==> src/rtl/ckx_pkg.sv <==
// Shared types for the cookie translator.
package ckx_pkg;
    // Walk controller states, in walk order.
    typedef enum logic [2:0] {
        ST_IDLE   = 3'd0,
        ST_PTRD   = 3'd1,
        ST_PTCAP  = 3'd2,
        ST_SMREQ  = 3'd3,
        ST_SMWAIT = 3'd4,
        ST_DONE   = 3'd5
    } ckx_state_e;

    // log2 of the secondary entry size in bytes (8-byte entries).
    localparam int unsigned ENTRY_SHIFT = 3;
endpackage

==> src/rtl/ckx_index.sv <==
// ckx_index: splits a latched cookie into primary word address, half
// select, page offset and an in-range flag for the chosen slot layout.
// Assumes PT_BYTES is a multiple of 8 and the index field is wide enough
// to address every 32-bit slot of the table.
module ckx_index #(
    parameter int unsigned CK_W     = 20,
    parameter int unsigned OFF_W    = 9,
    parameter int unsigned PT_BYTES = 4096,
    parameter int unsigned WA_W     = 9
) (
    input  logic [CK_W-1:0]  cookie,
    input  logic             aligned,
    output logic [WA_W-1:0]  word_addr,
    output logic             hi_half,
    output logic [OFF_W-1:0] offset,
    output logic             in_range
);
    localparam int unsigned IDX_W  = CK_W - OFF_W;
    localparam int unsigned SLOTS4 = PT_BYTES / 4;
    localparam int unsigned SLOTS8 = PT_BYTES / 8;

    logic [IDX_W-1:0] idx;
    logic [IDX_W:0]   idx_ext;

    // Field split and layout-dependent addressing.
    always_comb begin
        idx     = cookie[CK_W-1:OFF_W];
        offset  = cookie[OFF_W-1:0];
        idx_ext = {1'b0, idx};
        if (aligned) begin
            in_range  = idx_ext < (IDX_W+1)'(SLOTS4);
            word_addr = WA_W'(idx >> 1);
            hi_half   = idx[0];
        end else begin
            in_range  = idx_ext < (IDX_W+1)'(SLOTS8);
            word_addr = WA_W'(idx);
            hi_half   = 1'b0;
        end
    end
endmodule

==> src/rtl/ckx_base.sv <==
// ckx_base: forms the secondary entry byte address from a primary table
// word. Aligned layout: the selected 32-bit half is a frame number shifted
// by PAGE_SHIFT. Full layout: the word is the base. The offset is scaled
// by the 8-byte entry size. Assumes AW >= 32 + PAGE_SHIFT.
module ckx_base
    import ckx_pkg::*;
#(
    parameter int unsigned AW         = 64,
    parameter int unsigned OFF_W      = 9,
    parameter int unsigned PAGE_SHIFT = 12
) (
    input  logic [63:0]      pt_word,
    input  logic             aligned,
    input  logic             hi_half,
    input  logic [OFF_W-1:0] offset,
    output logic [AW-1:0]    entry_addr
);
    logic [31:0]   frame;
    logic [AW-1:0] page_base;

    // Page base selection and entry offset addition.
    always_comb begin
        frame      = hi_half ? pt_word[63:32] : pt_word[31:0];
        page_base  = aligned ? (AW'(frame) << PAGE_SHIFT) : AW'(pt_word);
        entry_addr = page_base + (AW'(offset) << ENTRY_SHIFT);
    end
endmodule

==> src/rtl/ckx_ctrl.sv <==
// ckx_ctrl: walk sequencer. Accepts one cookie when idle, issues one
// primary read, one secondary request, waits any time for secondary data,
// then holds the result until taken. Out-of-range indices skip both reads.
// Assumes primary data is valid the cycle after the read strobe.
module ckx_ctrl
    import ckx_pkg::*;
(
    input  logic clk,
    input  logic rst_n,
    input  logic in_valid,
    input  logic in_range,
    input  logic sm_vld,
    input  logic out_ready,
    output logic in_ready,
    output logic accept,
    output logic pt_en,
    output logic cap_base,
    output logic sm_req,
    output logic cap_result,
    output logic res_valid,
    output logic res_err
);
    ckx_state_e state;

    // State register and error flag update.
    always_ff @(posedge clk) begin
        if (!rst_n) begin
            state   <= ST_IDLE;
            res_err <= 1'b0;
        end else begin
            case (state)
                ST_IDLE: if (in_valid) begin
                    state   <= ST_PTRD;
                    res_err <= 1'b0;
                end
                ST_PTRD: if (in_range) begin
                    state <= ST_PTCAP;
                end else begin
                    state   <= ST_DONE;
                    res_err <= 1'b1;
                end
                ST_PTCAP:  state <= ST_SMREQ;
                ST_SMREQ:  state <= ST_SMWAIT;
                ST_SMWAIT: if (sm_vld) state <= ST_DONE;
                ST_DONE:   if (out_ready) state <= ST_IDLE;
                default:   state <= ST_IDLE;
            endcase
        end
    end

    // Strobes and enables decoded from the state.
    always_comb begin
        in_ready   = (state == ST_IDLE);
        accept     = (state == ST_IDLE) && in_valid;
        pt_en      = (state == ST_PTRD) && in_range;
        cap_base   = (state == ST_PTCAP);
        sm_req     = (state == ST_SMREQ);
        cap_result = (state == ST_SMWAIT) && sm_vld;
        res_valid  = (state == ST_DONE);
    end
endmodule

==> src/rtl/ckx_top.sv <==
// ckx_top: two-level descriptor cookie translator. Latches the cookie
// and layout mode on acceptance, walks primary then secondary memory,
// and presents the 64-bit result with an out-of-range error flag.
// Assumes a one-cycle primary read and a secondary port that answers
// each request with exactly one data-valid pulse.
module ckx_top #(
    parameter int unsigned CK_W       = 20,
    parameter int unsigned OFF_W      = 9,
    parameter int unsigned AW         = 64,
    parameter int unsigned PT_BYTES   = 4096,
    parameter int unsigned PAGE_SHIFT = 12,
    localparam int unsigned PT_WORDS  = PT_BYTES / 8,
    localparam int unsigned WA_W      = $clog2(PT_WORDS)
) (
    input  logic            clk,
    input  logic            rst_n,
    input  logic            ck_valid,
    output logic            ck_ready,
    input  logic [CK_W-1:0] ck_cookie,
    input  logic            ck_aligned,
    output logic            pt_rd_en,
    output logic [WA_W-1:0] pt_rd_addr,
    input  logic [63:0]     pt_rd_data,
    output logic            sm_rd_req,
    output logic [AW-1:0]   sm_rd_addr,
    input  logic            sm_rd_vld,
    input  logic [63:0]     sm_rd_data,
    output logic            out_valid,
    input  logic            out_ready,
    output logic [AW-1:0]   out_va,
    output logic            out_err
);
    logic [CK_W-1:0]  cookie_q;
    logic             aligned_q;
    logic [AW-1:0]    entry_q;
    logic [AW-1:0]    va_q;
    logic [WA_W-1:0]  word_addr;
    logic             hi_half;
    logic [OFF_W-1:0] offset;
    logic             in_range;
    logic [AW-1:0]    entry_addr;
    logic             accept;
    logic             cap_base;
    logic             cap_result;

    ckx_index #(
        .CK_W(CK_W), .OFF_W(OFF_W), .PT_BYTES(PT_BYTES), .WA_W(WA_W)
    ) u_index (
        .cookie(cookie_q), .aligned(aligned_q), .word_addr(word_addr),
        .hi_half(hi_half), .offset(offset), .in_range(in_range)
    );

    ckx_base #(
        .AW(AW), .OFF_W(OFF_W), .PAGE_SHIFT(PAGE_SHIFT)
    ) u_base (
        .pt_word(pt_rd_data), .aligned(aligned_q), .hi_half(hi_half),
        .offset(offset), .entry_addr(entry_addr)
    );

    ckx_ctrl u_ctrl (
        .clk(clk), .rst_n(rst_n), .in_valid(ck_valid), .in_range(in_range),
        .sm_vld(sm_rd_vld), .out_ready(out_ready), .in_ready(ck_ready),
        .accept(accept), .pt_en(pt_rd_en), .cap_base(cap_base),
        .sm_req(sm_rd_req), .cap_result(cap_result), .res_valid(out_valid),
        .res_err(out_err)
    );

    // Request capture: cookie and layout mode are frozen for the walk.
    always_ff @(posedge clk) begin
        if (!rst_n) begin
            cookie_q  <= '0;
            aligned_q <= 1'b0;
        end else if (accept) begin
            cookie_q  <= ck_cookie;
            aligned_q <= ck_aligned;
        end
    end

    // Secondary entry address captured from the primary read data.
    always_ff @(posedge clk) begin
        if (!rst_n) begin
            entry_q <= '0;
        end else if (cap_base) begin
            entry_q <= entry_addr;
        end
    end

    // Result register: cleared per walk, loaded from secondary data.
    always_ff @(posedge clk) begin
        if (!rst_n) begin
            va_q <= '0;
        end else if (accept) begin
            va_q <= '0;
        end else if (cap_result) begin
            va_q <= AW'(sm_rd_data);
        end
    end

    assign pt_rd_addr = word_addr;
    assign sm_rd_addr = entry_q;
    assign out_va     = va_q;
endmodule

==> config.mk <==
export PLATFORM = sky130hd
export DESIGN_NAME = ckx_top
export DESIGN_NICKNAME = d
export VERILOG_FILES = /design/src/rtl/ckx_pkg.sv /design/src/rtl/ckx_index.sv /design/src/rtl/ckx_base.sv /design/src/rtl/ckx_ctrl.sv /design/src/rtl/ckx_top.sv
export SDC_FILE = /design/constraint.sdc
export NUM_CORES = 1
export LEC_CHECK = 0
export ABC_AREA = 1
export BUFFER_PORTS_ARGS = -buffer_cell sky130_fd_sc_hd__buf_2
export CAP_MARGIN = 10
export CORE_MARGIN = 10
export CORE_UTILIZATION = 55
export CTS_CLUSTER_DIAMETER = 120
export CTS_CLUSTER_SIZE = 40
export DETAILED_ROUTE_END_ITERATION = 12
export PLACE_DENSITY = 0.92
export RECOVER_POWER = 25
export SETUP_SLACK_MARGIN = 0.05
export SLEW_MARGIN = 10
export SYNTH_ARGS = -nofsm -noshare
export SYNTH_HDL_FRONTEND = slang
export SYNTH_SLANG_ARGS = --single-unit
==> constraint.sdc <==
create_clock -name clk -period 5.63 [get_ports clk]
set_input_delay 1.126 -clock clk [delete_from_list [all_inputs] [get_ports clk]]
set_output_delay 1.126 -clock clk [all_outputs]
set_load 0.02 [all_outputs]
==> results of run 1 <==
==> state kept, by name, summed over array words and instances, names as in the netlist <==
| name | count |
|---|---|
| u_ctrl.state | 3 |
| cookie_q | 20 |
| out_va | 64 |
| u_ctrl.res_err | 1 |
| aligned_q | 1 |
| sm_rd_addr | 64 |
==> layout make-up <==
class                   count  area share
clock buffers              17      0.0361
diodes                      1    0.000213
well taps                 225      0.0239
flip-flops and latches    153       0.260
clock inverters            15      0.0146
multi-input cells        1169       0.478
repair buffers            304       0.124
inverters                 197      0.0632
==> worst min-delay path: cells and delay by family, from the launching register on <==
family          cells  cell delay [ns]
flops               1             0.31
buf+inv             1             0.05
compound gates      1             0.05
==> power by group <==
part           switching, mW  internal (mW)  total (mW)  leakage, nW
combinational           1.77          0.644        2.41         4.13
sequential             0.150           1.30        1.45         1.24
clock                  0.560          0.634        1.19        0.288
total                   2.48           2.57        5.05         5.67
==> kinds of logic after synthesis <==
kind of cell	share of synthesized area
AOI/OAI and AO/OA	0.0892
xor gates and xnor gates	0.0142
adders and majority gates	0.0135
buffers and inverters	0.120
DFF	0.311
and+or+nand+nor	0.452
==> synth_stat cells (all sizes together) <==
master | instances | area [sq um]
ha | 9 | 113
o211ai | 1 | 7.51
xor2 | 10 | 87.6
o21ai | 57 | 285
inv | 194 | 733
a31oi | 1 | 6.26
clkinv | 3 | 11.3
nand3 | 132 | 713
o221ai | 2 | 17.5
o22ai | 1 | 6.26
o221a | 1 | 11.3
buf | 31 | 235
nand3b | 4 | 30.0
nor3b | 1 | 7.51
clkbuf | 53 | 199
and3 | 2 | 12.5
xnor2 | 6 | 52.6
or2 | 14 | 87.6
nand4 | 76 | 475
nor2 | 265 | 1200
nand2 | 466 | 1850
dfxtp | 153 | 3060
a21oi | 108 | 544
fa | 1 | 20.0
nor3 | 12 | 75.1
==> worst max-delay path by stage <==
stage | slack, ns | from | end | cells past startpoint
after CTS | 2.45 | aligned_q | pt_rd_en | 5
after global placement | 2.25 | ck_valid | out_va[32] | 4
after detailed placement | 2.17 | pt_rd_data[3] | sm_rd_addr[49] | 17
final | 1.97 | aligned_q | pt_rd_en | 5
after global routing | 1.79 | aligned_q | sm_rd_addr[50] | 13
after floorplan | 2.63 | aligned_q | sm_rd_addr[37] | 20
==> per-layer routing <==
layer,share of wire,track usage,wire length (um)
met1,0.38,0.387,14900
met2,0.48,0.523,19100
met3,0.094,0.0550,3710
met4,0.046,0.136,1810
met5,0,0,0
==> Implementation_results.wiki, run 1 <==
{| class="wikitable"
! Metric !! Value
|-
| Count of cells along the worst hold path || 2
|-
| Post-route fraction of the period consumed by the critical path || 0.650
|-
| Via count of the first global-routing pass || 10,500
|-
| Final standard cell utilization of the core || 0.676
|-
| MaxCap Viol Count || 0
|-
| Setup Slack @ Placement || 2.17 ns
|-
| Shortest clock period the worst path allows after layout || 3.66 ns
|-
| Net Count, Synth || 1,767
|-
| Warning count from the yosys run || 0
|-
| Hold Path End || u_ctrl.res_err
|-
| Count of filler cells inserted in the layout || between 1,500 and 2,000
|-
| Commonest non-fill, non-tap cells in the layout || nand2_1, buf_2, nor2_1
|-
| Via count || 11,700
|-
| Total negative slack for setup checks || 0 ns
|-
| Iter 0 DRT Violations || 1,344
|-
| Synthesized netlist cell count || 1,603
|-
| Routed wire length || between 30,000 and 40,000 um
|-
| Drt via density || 5.61
|-
| Clk sinks || between 150 and 200
|-
| Worst reg-to-reg path cell count || 13
|-
| Sequential-to-total area share from yosys stat || 0.311
|-
| Worst setup slack after layout || 1.97 ns
|-
| DRC || 0
|-
| Starting utilization of the core area || 0.565
|-
| Sequence of cells on the critical path || inv_6 > a21oi_1 > nand2_1 > inv_1 > buf_2
|-
| Detailed-placement wirelength estimate || 30,700 um
|-
| Family with the most delay on the worst path || flip-flops
|-
| Pwr Total || 5.05 mW
|-
| Number of failing hold endpoints at the final stage || 0
|-
| Wire length of the first global-routing pass || between 50,000 and 60,000 um
|-
| Latest clock arrival within the worst-skew pair || 0.44 ns
|-
| CTS Hold Buffers Added || 0
|-
| Remaining global-route overflow || 0
|-
| Startpoint class of the critical path || flop
|-
| Placed inst area || 0.0113 sq mm
|-
| Hold Crit Class || reg2reg
|-
| Critical path buffer and inverter count || 3
|-
| Area growth, synth to finish || 19.6%
|-
| Area of the mapped netlist || 0.00984 sq mm
|-
| Buffers from clock root to sink, at most || 2
|-
| GRT Resource Usage Total || 0.313
|-
| Crit path max-delay cell type || dfxtp_1
|-
| Post-CTS sizing || 0
|-
| Site row count || 48
|-
| CP endpoint kind || primary output
|-
| Number of antenna violations at the first check in global routing || 1
|-
| Reg2reg start || aligned_q
|-
| Register-to-register path setup slack || 2.01 ns
|-
| Tightest slew margin relative to the limit || 0.202
|-
| Total of flip-flops plus latches after synthesis || 153
|-
| Routability-driven placement congestion ratio || 1.09
|-
| Average detailed-routed wire length per instance || 19.0 um
|-
| Actual transition at the worst max-transition pin || around 1.2 ns
|-
| Syn Area/Cell || 6.14 sq um
|-
| Die outline area || 0.0236 sq mm
|-
| Critical Path RT || 4.50 ns
|-
| Core region area || 0.0174 sq mm
|-
| Max Fclk || 273 MHz
|-
| IO Port Bufs || 295
|-
| Leakage power of the design || 5.67 nW
|-
| Setup fix buffers added after clock tree synthesis || 0
|-
| Unrepaired setup endpoints after global routing || no
|-
| Register cell area after layout || around 0.0031 sq mm
|-
| Non-filler instance count after layout || 2,081
|-
| Clock H-tree levels || 4
|-
| Largest clock skew in the final design || 0.0149 ns
|-
| # nets final || 2,006
|-
| Post-route worst hold slack || roughly 0.46 ns
|-
| Crit path kind || reg2out
|-
| Instance count after placement with tap cells included || about 2,000
|-
| Share of layout cells above drive strength 1 || 0.219
|-
| Worst min-delay path startpoint || u_ctrl.res_err
|-
| First-pass iteration count of the detailed router || 6
|-
| Most common library cell in the layout ignoring fill and taps || nand2_1
|-
| Clock Pin Slew Worst Setup and Hold Paths || 0.07 ns
|-
| Area of the multi-input gates || 0.00563 sq mm
|-
| Antenna viol nets, final || 0
|-
| Largest net degree at the start of global routing || 69
|-
| PD cells || approximately 430 mW/mm^2
|-
| Setup-violating endpoint count in the final report || 0
|-
| Worst path arrival time || 2.53 ns
|-
| Cts bufs inserted || 17
|-
| Maximum fanout encountered on the critical timing path || 37
|-
| Worst IR Drop VDD || 0.451 mV
|-
| Die H || 154 um
|-
| Master cell of the clock root buffer || clkbuf_16
|-
| Num ports || 296
|-
| Delay of the slowest critical-path stage || 1.12 ns
|-
| Number of distinct standard cells referenced by the synthesized netlist || 40
|-
| CTS tree || yes
|-
| Result of the run || finished, final reports clean
|-
| Area of all placed cells without fillers || 0.0118 sq mm
|-
| Number of max-slew violations in the final report || 0
|-
| Horiz. Die Dim || 154 um
|-
| Endpoint of the worst register-to-register path || sm_rd_addr[58]
|}
Note: power is estimated with default switching activity, not from simulation.
==> run 2: changes to the inputs <==
Settings changed: ABC_AREA 1 to 0, CORE_UTILIZATION 55 to 45, PLACE_DENSITY 0.92 to 0.84.
Clock period 5.63 ns to 3.3 ns, I/O delays scaled along.
==> run 2 against run 1 <==
Effect of this change:
- clock-buffer cell count unchanged
- synthesized area decreased by 22%
- critical path depth increased by 5
- global-route usage decreased by 6.1 points
- flip-flop and latch count unchanged
- core utilization decreased by 6.5 points
- power increased by 13%
- clock skew decreased by 0.0036 ns
- critical path type is now reg2reg
==> Implementation_results.wiki, run 2 <==
{| class="wikitable"
! Metric !! Value
|-
| Actual transition at the worst max-transition pin || just under 1 ns
|-
| Share of flip-flops with an asynchronous set or reset after synthesis || 0
|-
| Routed wire length || 30,100 um
|-
| Pwr Total || 5.73 mW
|-
| Top_reg_cell synth || dfxtp_1
|-
| Unrepaired setup endpoints after global routing || yes
|-
| Share of layout cells above drive strength 1 || 0.276
|-
| Core region area || between 0.015 and 0.02 sq mm
|-
| Cts bufs inserted || 17
|-
| Synthesized netlist cell count || 974
|-
| Hold Crit Class || reg2reg
|-
| Buffers from clock root to sink, at most || 2
|-
| Shortest clock period the worst path allows after layout || between 3 and 4 ns
|-
| MaxCap Viol Count || 0
|-
| Area of the multi-input gates || between 0.004 and 0.005 sq mm
|-
| Most used standard cell by instance count after synthesis || nand2_1
|-
| PD cells || 564 mW/mm^2
|-
| Delay of the slowest critical-path stage || 0.68 ns
|-
| Most common library cell in the layout ignoring fill and taps || buf_2
|-
| Post-route fraction of the period consumed by the critical path || 0.936
|-
| Yosys top cell by area || dfxtp_1
|-
| Clock H-tree levels || 4
|-
| Crit path max-delay cell type || or4b_1
|-
| Critical Path RT || between 3 and 4 ns
|-
| Routability-driven placement congestion ratio || slightly above 1
|-
| Main area contributors after synthesis || dfxtp_1, nand2_1, a21oi_1, mux2i_1, mux2_2
|-
| Number of antenna violations at the first check in global routing || 3
|-
| Maximum fanout encountered on the critical timing path || 13
|-
| Area of the mapped netlist || 0.00766 sq mm
|-
| Total negative slack for setup checks || 0 ns
|-
| Largest clock skew in the final design || between 0.01 and 0.015 ns
|-
| Site row count || 47
|-
| Clock Pin Slew Worst Setup and Hold Paths || 0.07 ns
|-
| Leakage power of the design || 4.17 nW
|-
| Via count of the first global-routing pass || 7,846
|-
| Clk sinks || roughly 150
|-
| Number of failing hold endpoints at the final stage || 0
|-
| Starting utilization of the core area || 0.460
|-
| Placed inst area || 0.00965 sq mm
|-
| Sequence of cells on the critical path || buf_6 > mux2_2 > mux2i_1 > nand2b_1 > or4b_1 > buf_4 > or3_1 > nor4b_1 > xor2_1 > a21oi_1
|-
| Average detailed-routed wire length per instance || approximately 20 um
|-
| Warning count from the yosys run || 0
|-
| Die H || 150 um
|-
| Non-filler instance count after layout || ~1,500
|-
| Top cells by instance count after synthesis || nand2_1, dfxtp_1, a21oi_1
|-
| Area growth, synth to finish || 32.7%
|-
| Instance count after placement with tap cells included || 1,482
|-
| Number of max-slew violations in the final report || 0
|-
| Syn Area/Cell || 7.86 sq um
|-
| Sequential-to-total area share from yosys stat || 0.400
|-
| Horiz. Die Dim || roughly 150 um
|-
| Setup-violating endpoint count in the final report || 0
|-
| Startpoint class of the critical path || flop
|-
| Drt via density || roughly 5.4
|-
| Iter 0 DRT Violations || 650
|-
| Number of distinct standard cells referenced by the synthesized netlist || 53
|-
| Largest net degree at the start of global routing || 107
|-
| Worst path arrival time || about 3.4 ns
|-
| CP endpoint kind || flop
|-
| Tightest slew margin relative to the limit || 0.359
|-
| Remaining global-route overflow || 0
|-
| Register cell area after layout || between 0.003 and 0.004 sq mm
|-
| Final standard cell utilization of the core || 0.611
|-
| IO Port Bufs || about 300
|-
| Commonest non-fill, non-tap cells in the layout || buf_2, nand2_1, dfxtp_1
|-
| Num ports || 296
|-
| Master cell of the clock root buffer || clkbuf_16
|-
| Detailed-placement wirelength estimate || 23,400 um
|-
| Latest clock arrival within the worst-skew pair || about 0.44 ns
|-
| GRT Resource Usage Total || 0.252
|-
| Count of filler cells inserted in the layout || 1,513
|-
| Die outline area || 0.0226 sq mm
|-
| Result of the run || finished, final reports clean
|-
| Max Fclk || approximately 320 MHz
|-
| Area of all placed cells without fillers || 0.0102 sq mm
|-
| First-pass iteration count of the detailed router || 5
|-
| DRC || 0
|-
| CTS tree || yes
|-
| Total of flip-flops plus latches after synthesis || 153
|-
| # nets final || 1,446
|-
| Wire length of the first global-routing pass || roughly 44,000 um
|-
| Post-synth top area share || 0.400
|-
| Via count || 8,222
|-
| Crit path kind || reg2reg
|-
| Antenna viol nets, final || 0
|-
| Worst IR Drop VDD || 0.430 mV
|-
| Net Count, Synth || 1,138
|-
| EDFF count, synth || 0
|}
==> run 2: per-layer routing <==
metal / wire [um] / GRT usage / part of all wire / vias to the layer above
met1: 11700 / 0.294 / 0.39 / 3714
met5: 13 / 0 / 0.00043 / -
li1: - / - / - / 3960
met2: 13700 / 0.402 / 0.45 / 471
met3: 3500 / 0.0906 / 0.12 / 75
met4: 1220 / 0.122 / 0.040 / 2
==> run 2: power by group <==
part | internal [mW] | leakage [nW] | switching [mW]
combinational | 0.599 | 2.66 | 1.10
sequential | 2.04 | 1.24 | 0.128
clock | 0.989 | 0.264 | 0.868
==> run 2: final cells by class <==
cell class | instances | area share
multi-input combinational | 747 | 0.426
sequential | 153 | 0.302
timing repair buffer | 353 | 0.185
clock buffer | 17 | 0.0419
tap | 220 | 0.0271
clock inverter | 15 | 0.0133
inverter | 10 | 0.00369
antenna | 4 | 0.000985
==> run 2: repair_timing <==
item,in CTS,in global routing
resized for setup,1,3
buffers inserted,0,0
hold buffers,0,0
pin swaps,0,2
cloned,0,1
setup endpoints to repair,1,18
==> run 2: worst max-delay path: cells and delay by family (launching register included) <==
kind	cells	cell delay, ns
buffers and inverters	2	0.43
AOI/OAI and AO/OA	1	0.08
muxes	2	0.27
xor gates and xnor gates	1	0.19
DFF	1	0.42
and+or+nand+nor	4	1.58
==> run 2: per-stage QoR <==
step	worst slack, ns	hold slack (ns)
6_report	0.210	0.451
5_1_grt	0.0340	0.450
4_1_cts	0.0989	0.444
3_5_place_dp	-0.0705	0.443
3_3_place_gp	-0.0537	0.436
2_1_floorplan	0.0376	0.437
==> run 2: logic make-up after synthesis <==
group,count (synthesis),synth area share
xor gates and xnor gates,49,0.0560
adders and majority gates,10,0.0173
DFF,153,0.400
buffers and inverters,74,0.0443
AOI/OAI and AO/OA,229,0.163
and+or+nand+nor,395,0.231
muxes,64,0.0885
==> run 2: path summary, 6_finish.rpt <==
check	slack, ns	cells after the start	endpoint	from
min reg2reg	0.45	2	sm_rd_addr[8]	sm_rd_addr[8]
max reg2reg	0.21	10	sm_rd_addr[42]	cookie_q[9]
min	0.45	2	sm_rd_addr[8]	sm_rd_addr[8]
max	0.21	10	sm_rd_addr[42]	cookie_q[9]
